File: src/rtl/cmt_pkg.sv
// Shared definitions for the compare-match timer group.
// Assumes: prescale codes are two bits wide; the largest ratio fits PRE_W bits.
package cmt_pkg;

    localparam int PRE_W = 9;

    typedef enum logic [1:0] {
        IDX_CSR = 2'd0,
        IDX_CNT = 2'd1,
        IDX_CMP = 2'd2
    } reg_idx_e;

    // Terminal count of the prescaler for a given ratio code.
    function automatic logic [PRE_W-1:0] div_last(input logic [1:0] code);
        case (code)
            2'd0:    return PRE_W'(7);
            2'd1:    return PRE_W'(31);
            2'd2:    return PRE_W'(127);
            default: return PRE_W'(511);
        endcase
    endfunction

endpackage

File: src/rtl/cmt_prescaler.sv
// Clock divider for one channel: emits a one-cycle tick every ratio clocks.
// Assumes: held at zero while the channel is stopped, so a restart always
// waits one full ratio before the first tick.
module cmt_prescaler
    import cmt_pkg::*;
#(
    parameter int PW = PRE_W
) (
    input  logic       clk,
    input  logic       rst_n,
    input  logic       run,
    input  logic [1:0] code,
    output logic       tick
);

    logic [PW-1:0] pre_q;
    logic [PW-1:0] last;

    assign last = PW'(div_last(code));
    assign tick = run && (pre_q == last);

    // Divider count: cleared when stopped, wraps at the terminal count.
    always_ff @(posedge clk) begin
        if (!rst_n || !run) begin
            pre_q <= '0;
        end else if (pre_q == last) begin
            pre_q <= '0;
        end else begin
            pre_q <= pre_q + 1'b1;
        end
    end

endmodule

File: src/rtl/cmt_chan.sv
// One timer channel: control word, counter, compare value, flags and interrupt.
// Assumes: write strobes are already decoded and size-checked by the parent.
module cmt_chan
    import cmt_pkg::*;
#(
    parameter bit WIDE = 1'b1,
    parameter int CW   = 32
) (
    input  logic          clk,
    input  logic          rst_n,
    input  logic          run,
    input  logic          wr_csr,
    input  logic          wr_cnt,
    input  logic          wr_cmp,
    input  logic [CW-1:0] wdata,
    output logic [15:0]   csr_val,
    output logic [CW-1:0] cnt_q,
    output logic [CW-1:0] cmp_q,
    output logic          irq
);

    localparam int          FLAG_M = WIDE ? 15 : 7;
    localparam int          FLAG_O = 14;
    localparam int          IE_B   = WIDE ? 5 : 6;
    localparam logic [15:0] KEEP_M = WIDE ? 16'h01A7 : 16'h0043;

    logic [15:0] ctrl_q;
    logic        tick;
    logic        is_match;
    logic        at_top;
    logic        match_f;
    logic        ovf_f;
    logic        cnt_step;

    cmt_prescaler #(.PW(PRE_W)) u_pre (
        .clk  (clk),
        .rst_n(rst_n),
        .run  (run),
        .code (ctrl_q[1:0]),
        .tick (tick)
    );

    assign is_match = (cnt_q == cmp_q);
    assign at_top   = &cnt_q;
    assign cnt_step = tick && !wr_cnt;

    // Control word: keeps only the bits this variant defines.
    always_ff @(posedge clk) begin
        if (!rst_n) begin
            ctrl_q <= '0;
        end else if (wr_csr) begin
            ctrl_q <= wdata[15:0] & KEEP_M;
        end
    end

    // Compare value: resets to the largest count.
    always_ff @(posedge clk) begin
        if (!rst_n) begin
            cmp_q <= '1;
        end else if (wr_cmp) begin
            cmp_q <= wdata;
        end
    end

    // Counter: a software write wins over a tick in the same cycle.
    always_ff @(posedge clk) begin
        if (!rst_n) begin
            cnt_q <= '0;
        end else if (wr_cnt) begin
            cnt_q <= wdata;
        end else if (tick) begin
            cnt_q <= is_match ? '0 : cnt_q + 1'b1;
        end
    end

    // Match flag: a set wins over a clearing write in the same cycle.
    always_ff @(posedge clk) begin
        if (!rst_n) begin
            match_f <= 1'b0;
        end else if (cnt_step && is_match) begin
            match_f <= 1'b1;
        end else if (wr_csr && !wdata[FLAG_M]) begin
            match_f <= 1'b0;
        end
    end

    generate
        if (WIDE) begin : g_ovf
            // Overflow flag: counter wrapped from all ones without a match.
            always_ff @(posedge clk) begin
                if (!rst_n) begin
                    ovf_f <= 1'b0;
                end else if (cnt_step && !is_match && at_top) begin
                    ovf_f <= 1'b1;
                end else if (wr_csr && !wdata[FLAG_O]) begin
                    ovf_f <= 1'b0;
                end
            end
        end else begin : g_no_ovf
            assign ovf_f = 1'b0;
        end
    endgenerate

    assign csr_val = ctrl_q | (16'(match_f) << FLAG_M) | (16'(ovf_f) << FLAG_O);
    assign irq     = ctrl_q[IE_B] && (match_f || ovf_f);

endmodule

File: src/rtl/cmt_group.sv
// Timer group top: run-control register, address decode, size checks, read
// multiplexer and NCH channel instances.
// Assumes: byte addresses; reads are combinational; each START_BITS nibble
// names a distinct run-control bit.
module cmt_group
    import cmt_pkg::*;
#(
    parameter bit               WIDE       = 1'b1,
    parameter int               NCH        = 2,
    parameter int               AW         = 8,
    parameter logic [AW-1:0]    CH_BASE    = 8'h10,
    parameter logic [AW-1:0]    CH_SPAN    = 8'h10,
    parameter logic [NCH*4-1:0] START_BITS = 8'h10
) (
    input  logic           clk,
    input  logic           rst_n,
    input  logic [AW-1:0]  bus_addr,
    input  logic           bus_wr,
    input  logic           bus_size,
    input  logic [31:0]    bus_wdata,
    output logic [31:0]    bus_rdata,
    output logic [NCH-1:0] irq
);

    localparam int CW     = WIDE ? 32 : 16;
    localparam int SLOG   = WIDE ? 2 : 1;
    localparam int STRIDE = 1 << SLOG;

    function automatic logic [15:0] mk_mask();
        logic [15:0] m;
        m = '0;
        for (int k = 0; k < NCH; k++) begin
            m[START_BITS[k*4 +: 4]] = 1'b1;
        end
        return m;
    endfunction

    localparam logic [15:0] START_MASK = mk_mask();

    logic [15:0]              start_q;
    logic                     start_hit;
    logic [NCH-1:0]           ch_run;
    logic [NCH-1:0]           ch_wr_csr;
    logic [NCH-1:0]           ch_wr_cnt;
    logic [NCH-1:0]           ch_wr_cmp;
    logic [NCH-1:0][15:0]     ch_csr;
    logic [NCH-1:0][CW-1:0]   ch_cnt;
    logic [NCH-1:0][CW-1:0]   ch_cmp;
    logic [NCH-1:0][31:0]     ch_rd;

    assign start_hit = (bus_addr == '0) && !bus_size;

    // Shared run-control register: only bits owned by a channel are kept.
    always_ff @(posedge clk) begin
        if (!rst_n) begin
            start_q <= '0;
        end else if (bus_wr && start_hit) begin
            start_q <= bus_wdata[15:0] & START_MASK;
        end
    end

    generate
        for (genvar k = 0; k < NCH; k++) begin : g_ch
            localparam logic [AW-1:0] BASE = AW'(CH_BASE + k * CH_SPAN);

            logic [AW-1:0] rel;
            logic [1:0]    idx;
            logic          hit;
            logic          ok;
            logic [31:0]   rd_v;

            assign rel = bus_addr - BASE;
            assign idx = 2'(rel >> SLOG);
            assign hit = (bus_addr >= BASE) && (rel < AW'(3 * STRIDE))
                         && ((rel & AW'(STRIDE - 1)) == '0);
            assign ok  = hit && (bus_size == (WIDE && (idx != IDX_CSR)));

            assign ch_wr_csr[k] = bus_wr && ok && (idx == IDX_CSR);
            assign ch_wr_cnt[k] = bus_wr && ok && (idx == IDX_CNT);
            assign ch_wr_cmp[k] = bus_wr && ok && (idx == IDX_CMP);
            assign ch_run[k]    = start_q[START_BITS[k*4 +: 4]];

            cmt_chan #(.WIDE(WIDE), .CW(CW)) u_chan (
                .clk    (clk),
                .rst_n  (rst_n),
                .run    (ch_run[k]),
                .wr_csr (ch_wr_csr[k]),
                .wr_cnt (ch_wr_cnt[k]),
                .wr_cmp (ch_wr_cmp[k]),
                .wdata  (bus_wdata[CW-1:0]),
                .csr_val(ch_csr[k]),
                .cnt_q  (ch_cnt[k]),
                .cmp_q  (ch_cmp[k]),
                .irq    (irq[k])
            );

            // Per-channel read data, zero when this channel is not addressed.
            always_comb begin
                rd_v = '0;
                if (ok) begin
                    case (idx)
                        IDX_CSR: rd_v = {16'h0, ch_csr[k]};
                        IDX_CNT: rd_v = 32'(ch_cnt[k]);
                        IDX_CMP: rd_v = 32'(ch_cmp[k]);
                        default: rd_v = '0;
                    endcase
                end
            end

            assign ch_rd[k] = rd_v;
        end
    endgenerate

    // Read multiplexer: OR of the run-control word and every channel.
    always_comb begin
        bus_rdata = start_hit ? {16'h0, start_q} : 32'h0;
        for (int k = 0; k < NCH; k++) begin
            bus_rdata = bus_rdata | ch_rd[k];
        end
    end

endmodule

File: config.mk
export PLATFORM = sky130hd
export DESIGN_NAME = cmt_group
export DESIGN_NICKNAME = d
export VERILOG_FILES = /design/src/rtl/cmt_pkg.sv /design/src/rtl/cmt_prescaler.sv /design/src/rtl/cmt_chan.sv /design/src/rtl/cmt_group.sv
export SDC_FILE = /design/constraint.sdc
export NUM_CORES = 1
export LEC_CHECK = 0
export ABC_AREA = 1
export BUFFER_PORTS_ARGS = -buffer_cell sky130_fd_sc_hd__buf_4
export CORE_MARGIN = 2
export CORE_UTILIZATION = 57
export CTS_CLUSTER_SIZE = 8
export DETAILED_ROUTE_END_ITERATION = 8
export PLACE_DENSITY = 0.79
export SYNTH_ARGS = -nofsm -noshare
export SYNTH_HDL_FRONTEND = slang
export SYNTH_SLANG_ARGS = --single-unit
File: constraint.sdc
create_clock -name clk -period 4.73 [get_ports clk]
set_input_delay 0.473 -clock clk [delete_from_list [all_inputs] [get_ports clk]]
set_output_delay 0.473 -clock clk [all_outputs]
set_load 0.005 [all_outputs]
==> results by group, run 1 <==
Clocking
  • Cts hold-fix bufs: 0
  • CTS root buf: clkbuf_16
  • Cts repair resizes: 0
  • Worst-Skew Late Latency: between 0.4 and 0.5 ns
  • Num Clock Sinks: 164
  • CTS tree: built
  • Max Root-Sink Buffers: 2
  • Post-CTS Setup Repair Bufs: 0
  • H-tree depth: 4
  • Clk slew on worst S/H paths: roughly 0.07 ns
  • CTS Buf Count: 17

Yosys
  • Most frequent cells after synthesis: nand2_1, inv_1, dfxtp_1
  • Cell Area, Synth: approximately 11000 sq um
  • Mapped Nets: ~1700
  • Synth top area share: between 30% and 40%
  • Main synth FF type: dfxtp_1
  • Mux contribution to synthesized area: 0%
  • Synth Warn #: 0
  • Post-synth EDFFs: 0
  • Count of unique library cells instantiated by Yosys: 40
  • Largest family of logic cells by synthesized area: simple AND/OR/NAND/NOR gates
  • Synth Area in Adders: less than 1%
  • Sequential area share after synthesis: a little under a third
  • Synth Instances: 1692
  • Most frequent cell after synthesis: nand2_1
  • Synthesis-stage register bit count: 164
  • Post-synth top area cell: dfxtp_1
  • Synth top area cells: dfxtp_1, nand2_1, inv_1, nor2_1, nand3_1
  • Syn Area/Cell: ~6.3 sq um
  • Post-synthesis simple-gate area fraction: around 34%
  • Synth Area in XOR/XNOR: 7.50%
  • Synth Area in Compound Gates: 16.4%
  • Ys async rst share: 0%

Timing
  • Fin. max-slew vios: 0
  • Worst-Margin Slew: between 1 and 1.5 ns
  • Hold_ws: about 0.28 ns
  • Tmin final: roughly 3.2 ns
  • Setup TNS: 0 ns
  • Slew Limit Headroom: 28.1%
  • RSZ-0062 raised after global routing: no
  • Final number of hold-violating endpoints: 0
  • Max Freq: 0.313 GHz
  • Clock Skew: between 0.01 and 0.015 ns
  • Final setup violation count: 0
  • Tcrit/Tclk final: between 60% and 70%

Detailed routing
  • Via-per-instance ratio: slightly below 6
  • Antenna viol nets, final: 0
  • Routed wire per std cell: 18.6 um
  • DRC Markers: 0
  • Pre-antenna DRT Iters: 8
  • DRT Wirelength: between 30 and 40 mm
  • DR iter-0 viols: 1392
  • Routed vias: between 10000 and 15000

Global route
  • Initial antenna violation count: 0
  • Tot GR Track Use: 36.8%
  • Largest net degree at the start of global routing: 84
  • Global route overflow: 0
  • First-pass GRT wire length: between 50 and 60 mm
  • Number of global-route vias before repair: around 10000

Placement
  • Final GP Congestion: 0.976
  • Port Buffers: just under 80
  • HPWL after DPL: approximately 26 mm

Setup path
  • Crit path kind: in -> out
  • Worst-path fanout max: 25
  • Worst Setup End Kind: output port
  • R2R Path End: g_ch[0].u_chan.cnt_q[23]$_SDFFE_PN0P_
  • Critical R2R Launch: g_ch[0].u_chan.u_pre.pre_q[0]$_SDFF_PP0_
  • CP Launch Type: primary input
  • R2r setup slk: 1.96 ns
  • Critical path required time: roughly 4.3 ns
  • CP startpoint: bus_addr[3]
  • Worst path arrival time: roughly 2.7 ns
  • Reg2reg path depth: 11

Floorplan
  • Die Span X: 141 um
  • Die footprint: between 15000 and 20000 sq um
  • Initial Utilization: between 50 and 60%
  • Die H: 141 um
  • Core footprint: 18100 sq um
  • Floorplan row count: just under 50
  • Top Ports: 78

Job
  • Max cap viols: 0

Pwr
  • Peak VDD IR: 0.252 mV
  • P_leak: ~5.0 nW
  • Pwr Density: around 250 nW/um^2

Cells and area
  • Layout area overhead: 11.1%
  • N_diodes: 0
  • Nets: ~1800
  • Share of cells above drive strength 1: between 8 and 9%
  • Core Util, Final: around 65%

Worst hold path
  • Hold Crit Class: in -> reg
  • Hold Path Sink: g_ch[1].u_chan.cmp_q[19]$_SDFFE_PN1P_
  • Hold Path Origin: bus_wdata[19]
  • Hold depth: 3

Outcome
  • Status: finished, final reports clean
==> power breakdown <==
part | total (W) | switching, W | internal, W | leakage [nW]
sequential | 0.00138 | 0.00000128 | 0.00138 | 1.32
combinational | 0.000179 | 0.000128 | 0.0000505 | 3.42
clock | 0.00143 | 0.000708 | 0.000717 | 0.292
total | 0.00299 | 0.000838 | 0.00215 | 5.03
==> layer usage <==
layer  routed length (um)  global-route usage, %  vias to the layer above
met5                    0                      0                        -
met4                 1030                   12.1                        0
met3                 3700                   6.15                       87
met2                16000                   56.4                      666
met1                15500                   52.7                     5263
li1                     -                      -                     5549
==> placed cells by master, fill, tap and decap left out, types with 3 or more instances in the layout <==
cell type | Yosys | layout
a21oi_1 | 81 | 81
a22o_1 | 33 | 33
a31oi_1 | 12 | 12
and2_1 | 3 | 3
buf_4 | 3 | 91
clkbuf_16 | 0 | 17
clkinv_8 | 0 | 4
dfxtp_1 | 164 | 164
ha_1 | 6 | 6
inv_1 | 179 | 178
inv_2 | 11 | 12
inv_6 | 0 | 4
inv_8 | 0 | 6
nand2_1 | 513 | 513
nand3_1 | 116 | 116
nand3b_1 | 5 | 5
nand4_1 | 36 | 36
nor2_1 | 155 | 153
nor2_2 | 5 | 7
nor3_1 | 17 | 17
nor4_1 | 4 | 4
o211ai_1 | 49 | 49
o21ai_0 | 64 | 64
o22ai_1 | 33 | 33
xnor2_1 | 49 | 49
xor2_1 | 42 | 42
==> state kept, by name, indices dropped and copies added (netlist names) <==
name and cells:
start_q 2, g_ch.u_chan.cmp_q 64, g_ch.u_chan.u_pre.pre_q 18, g_ch.u_chan.match_f 2, g_ch.u_chan.ovf_f 2, g_ch.u_chan.ctrl_q 12
g_ch.u_chan.cnt_q 64
==> metrics by stage <==
stage / power (W) / setup WS [ns] / std cells / cell area [sq um]
3_5_place_dp: 0.00158 / 1.55 / 1919 / 11200
4_1_cts: 0.00298 / 1.54 / 1951 / 11800
6_report: 0.00299 / 1.53 / 1951 / 11800
3_3_place_gp: 0.00159 / 1.63 / 1919 / 11200
5_1_grt: 0.00306 / 1.32 / 1951 / 11800
2_1_floorplan: 0.00149 / 2.39 / 1692 / 10600
==> critical path, cell delays in order <==
cell and delay (ns):
buf_4 0.14, nor2_2 0.51, nand2_1 0.16, nand2_1 0.15
nand3_1 0.36, inv_2 0.51, a22o_1 0.28, buf_4 0.13
==> final cells by class <==
type	count	area (sq um)
clock buffers	17	425
clock inverters	15	175
fillers	1709	6340
inverters	190	713
multi-input cells	1245	6240
flip-flops and latches	164	3280
well taps	229	287
repair buffers	91	683
==> worst max path at each step <==
stage                     to  slack [ns]  cells after the start
3_3_place_gp    bus_rdata[1]        1.63                      9
5_1_grt         bus_rdata[1]        1.32                      9
3_5_place_dp   bus_rdata[11]        1.55                      8
4_1_cts        bus_rdata[11]        1.54                      8
2_1_floorplan  bus_rdata[10]        2.39                     11
6_report       bus_rdata[11]        1.53                      8
==> kinds of logic after synthesis <==
| group | after synthesis |
|---|---|
| xor+xnor | 91 |
| flops | 164 |
| fa+ha+maj | 6 |
| buf+inv | 283 |
| simple gates | 866 |
| compound gates | 282 |
(Power assumes the default switching activity.)
==> run 2: changes to the inputs <==
--- a/config.mk
+++ b/config.mk
@@ -8,10 +8,10 @@
 export ABC_AREA = 1
 export BUFFER_PORTS_ARGS = -buffer_cell sky130_fd_sc_hd__buf_4
 export CORE_MARGIN = 2
-export CORE_UTILIZATION = 57
+export CORE_UTILIZATION = 56
 export CTS_CLUSTER_SIZE = 8
 export DETAILED_ROUTE_END_ITERATION = 8
-export PLACE_DENSITY = 0.79
+export PLACE_DENSITY = 0.81
 export SYNTH_ARGS = -nofsm -noshare
 export SYNTH_HDL_FRONTEND = slang
 export SYNTH_SLANG_ARGS = --single-unit
==> constraint.sdc (replaced) <==
create_clock -name clk -period 2.8 [get_ports clk]
set_input_delay 0.28 -clock clk [delete_from_list [all_inputs] [get_ports clk]]
set_output_delay 0.28 -clock clk [all_outputs]
set_load 0.005 [all_outputs]
==> results by group, run 2 (synthesis gave the netlist of run 1 again) <==
Detailed routing
  • Routed vias: around 12000
  • Antenna viol nets, final: 0
  • DRT Wirelength: roughly 37 mm
  • Pre-antenna DRT Iters: 6
  • Via-per-instance ratio: between 5 and 6
  • Routed wire per std cell: ~19 um
  • DR iter-0 viols: 1602
  • DRC Markers: 0

Cells and area
  • Multi-input logic area: 6240 sq um
  • Most common cell after layout, fill and taps aside: nand2_1
  • Largest regs: g_ch.u_chan.cmp_q x64, g_ch.u_chan.cnt_q x64, g_ch.u_chan.u_pre.pre_q x18
  • Nets: between 1500 and 2000
  • Share of cells above drive strength 1: about a tenth
  • Layout area overhead: 12.4%
  • Sequential cell area: approximately 3300 sq um
  • Fillers: about 1800
  • N_diodes: 0
  • Commonest non-fill, non-tap cells in the layout: nand2_1, inv_1, dfxtp_1
  • Finished layout cell area: roughly 12000 sq um

Setup path
  • Worst path arrival time: 2.15 ns
  • CP Launch Type: primary input
  • Crit path kind: in -> out
  • Cell chain of the critical path: buf_4 > inv_1 > ha_1 > inv_1 > nand2_1 > inv_1 > nor3_1 > nand3_1 > inv_2 > nand2_1 > o311ai_0 > buf_4
  • Delay-heaviest family, CP: buffers and inverters
  • Critical path required time: about 2.5 ns
  • Worst Setup End Kind: output port
  • Worst path max stage delay: roughly 0.43 ns
  • Critical Path Slowest Stage Cell: inv_2
  • Most used cell, CP: inv_1
  • Worst-path fanout max: 25
  • WP buf/inv: 6

Floorplan
  • Top Ports: 78
  • Die Span X: between 100 and 150 um
  • Die H: 142 um
  • Die footprint: around 20000 sq um
  • Floorplan row count: 50
  • Core footprint: 18600 sq um
  • Initial Utilization: between 50% and 60%

Global route
  • Largest net degree at the start of global routing: between 60 and 70
  • Global route overflow: 0
  • First-pass GRT wire length: a little under 60 mm
  • Number of global-route vias before repair: ~11000
  • Initial antenna violation count: 0
  • Tot GR Track Use: a little under two fifths

Clocking
  • CTS Buf Count: 17
  • Worst-Skew Late Latency: 0.45 ns
  • Max Root-Sink Buffers: 2
  • H-tree depth: 4
  • Num Clock Sinks: between 150 and 200
  • Post-CTS Setup Repair Bufs: 0
  • CTS root buf: clkbuf_16
  • Cts hold-fix bufs: 0
  • Clk slew on worst S/H paths: roughly 0.07 ns
  • CTS tree: built
  • Cts repair resizes: 0

Worst hold path
  • Hold Crit Class: in -> reg

Timing
  • RSZ-0062 raised after global routing: no
  • Tmin final: 2.43 ns
  • Clock Skew: between 0.015 and 0.02 ns
  • Tcrit/Tclk final: 86.7%
  • Slew Limit Headroom: 27.6%
  • Final number of hold-violating endpoints: 0
  • Setup TNS: 0 ns
  • Fin. max-slew vios: 0
  • Worst-Margin Slew: between 1 and 1.5 ns
  • Max Freq: 0.412 GHz
  • Hold_ws: 0.0840 ns
  • Final setup violation count: 0

Pwr
  • Logic pwr share: 6.2%
  • Sw power: between 0.001 and 0.0015 W
  • Clock power share: between 40% and 50%
  • Sw frac: between 20% and 30%
  • P_leak: 5.12 nW
  • Peak VDD IR: 0.441 mV
  • Pwr Density: around 420 nW/um^2
  • Internal Power: between 0.003 and 0.004 W
  • Reg power frac: about 46%

Placement
  • Port Buffers: 77
  • Final GP Congestion: 1.06
  • Dpl cell area: 11300 sq um
  • HPWL after DPL: 27.6 mm

Job
  • Max cap viols: 0

Outcome
  • Status: finished, final reports clean
-- run 2: worst register-to-register path, delay by kind of cell (launching register included) --
family	cells	cell delay (ns)
AND/OR/NAND/NOR	8	1.50
AO/OA/AOI/OAI	1	0.12
buffers and inverters	2	0.15
flip-flops	1	0.33
adder cells (fa/ha/maj)	1	0.21
-- run 2: cell type report --
cell class / count / share of cell area [%]
multi-input cells: 1245 / 52.2
inverters: 190 / 5.97
well taps: 234 / 2.45
repair buffers: 107 / 6.83
clock inverters: 15 / 1.44
clock buffers: 17 / 3.56
flip-flops and latches: 164 / 27.5
-- run 2: layer usage --
layer  vias to the layer above  GRT usage [%]  share of wire, %
li1                       5574              -                 -
met1                      5288           49.5                40
met2                       730           58.4                45
met3                       127           9.18                12
met4                         0           14.4               3.7
met5                         -              0                 0
-- run 2: power groups by stage --
stage / combinational [W] / sequential [W] / clock [W]
6_report: 0.000313 / 0.00233 / 0.00242
5_1_grt: 0.000324 / 0.00233 / 0.00251
4_1_cts: 0.000296 / 0.00233 / 0.00241
3_5_place_dp: 0.000295 / 0.00239 / 0
3_3_place_gp: 0.000295 / 0.00239 / 0
2_1_floorplan: 0.000129 / 0.00239 / 0
-- run 2: final timing paths --
path,startpoint,endpoint,slack (ns),cells after the start
worst max-delay path,bus_addr[6],bus_rdata[1],0.37,12
worst min-delay path,bus_wdata[19],g_ch[1].u_chan.cmp_q[19]$_SDFFE_PN1P_,0.08,3
worst max register to register,g_ch[1].u_chan.u_pre.pre_q[0]$_SDFF_PP0_,g_ch[1].u_chan.cnt_q[26]$_SDFFE_PN0P_,0.44,12
worst min register to register,g_ch[1].u_chan.u_pre.pre_q[0]$_SDFF_PP0_,g_ch[1].u_chan.u_pre.pre_q[0]$_SDFF_PP0_,0.45,1
-- run 2: stage by stage --
stage	total power, W	setup WS (ns)	cells	util (%)
6_report	0.00506	0.371	1972	64.0
5_1_grt	0.00516	0.190	1972	64.0
4_1_cts	0.00504	0.433	1972	64.0
3_5_place_dp	0.00268	0.396	1940	60.8
3_3_place_gp	0.00268	0.485	1940	60.8
2_1_floorplan	0.00252	0.849	1692	-
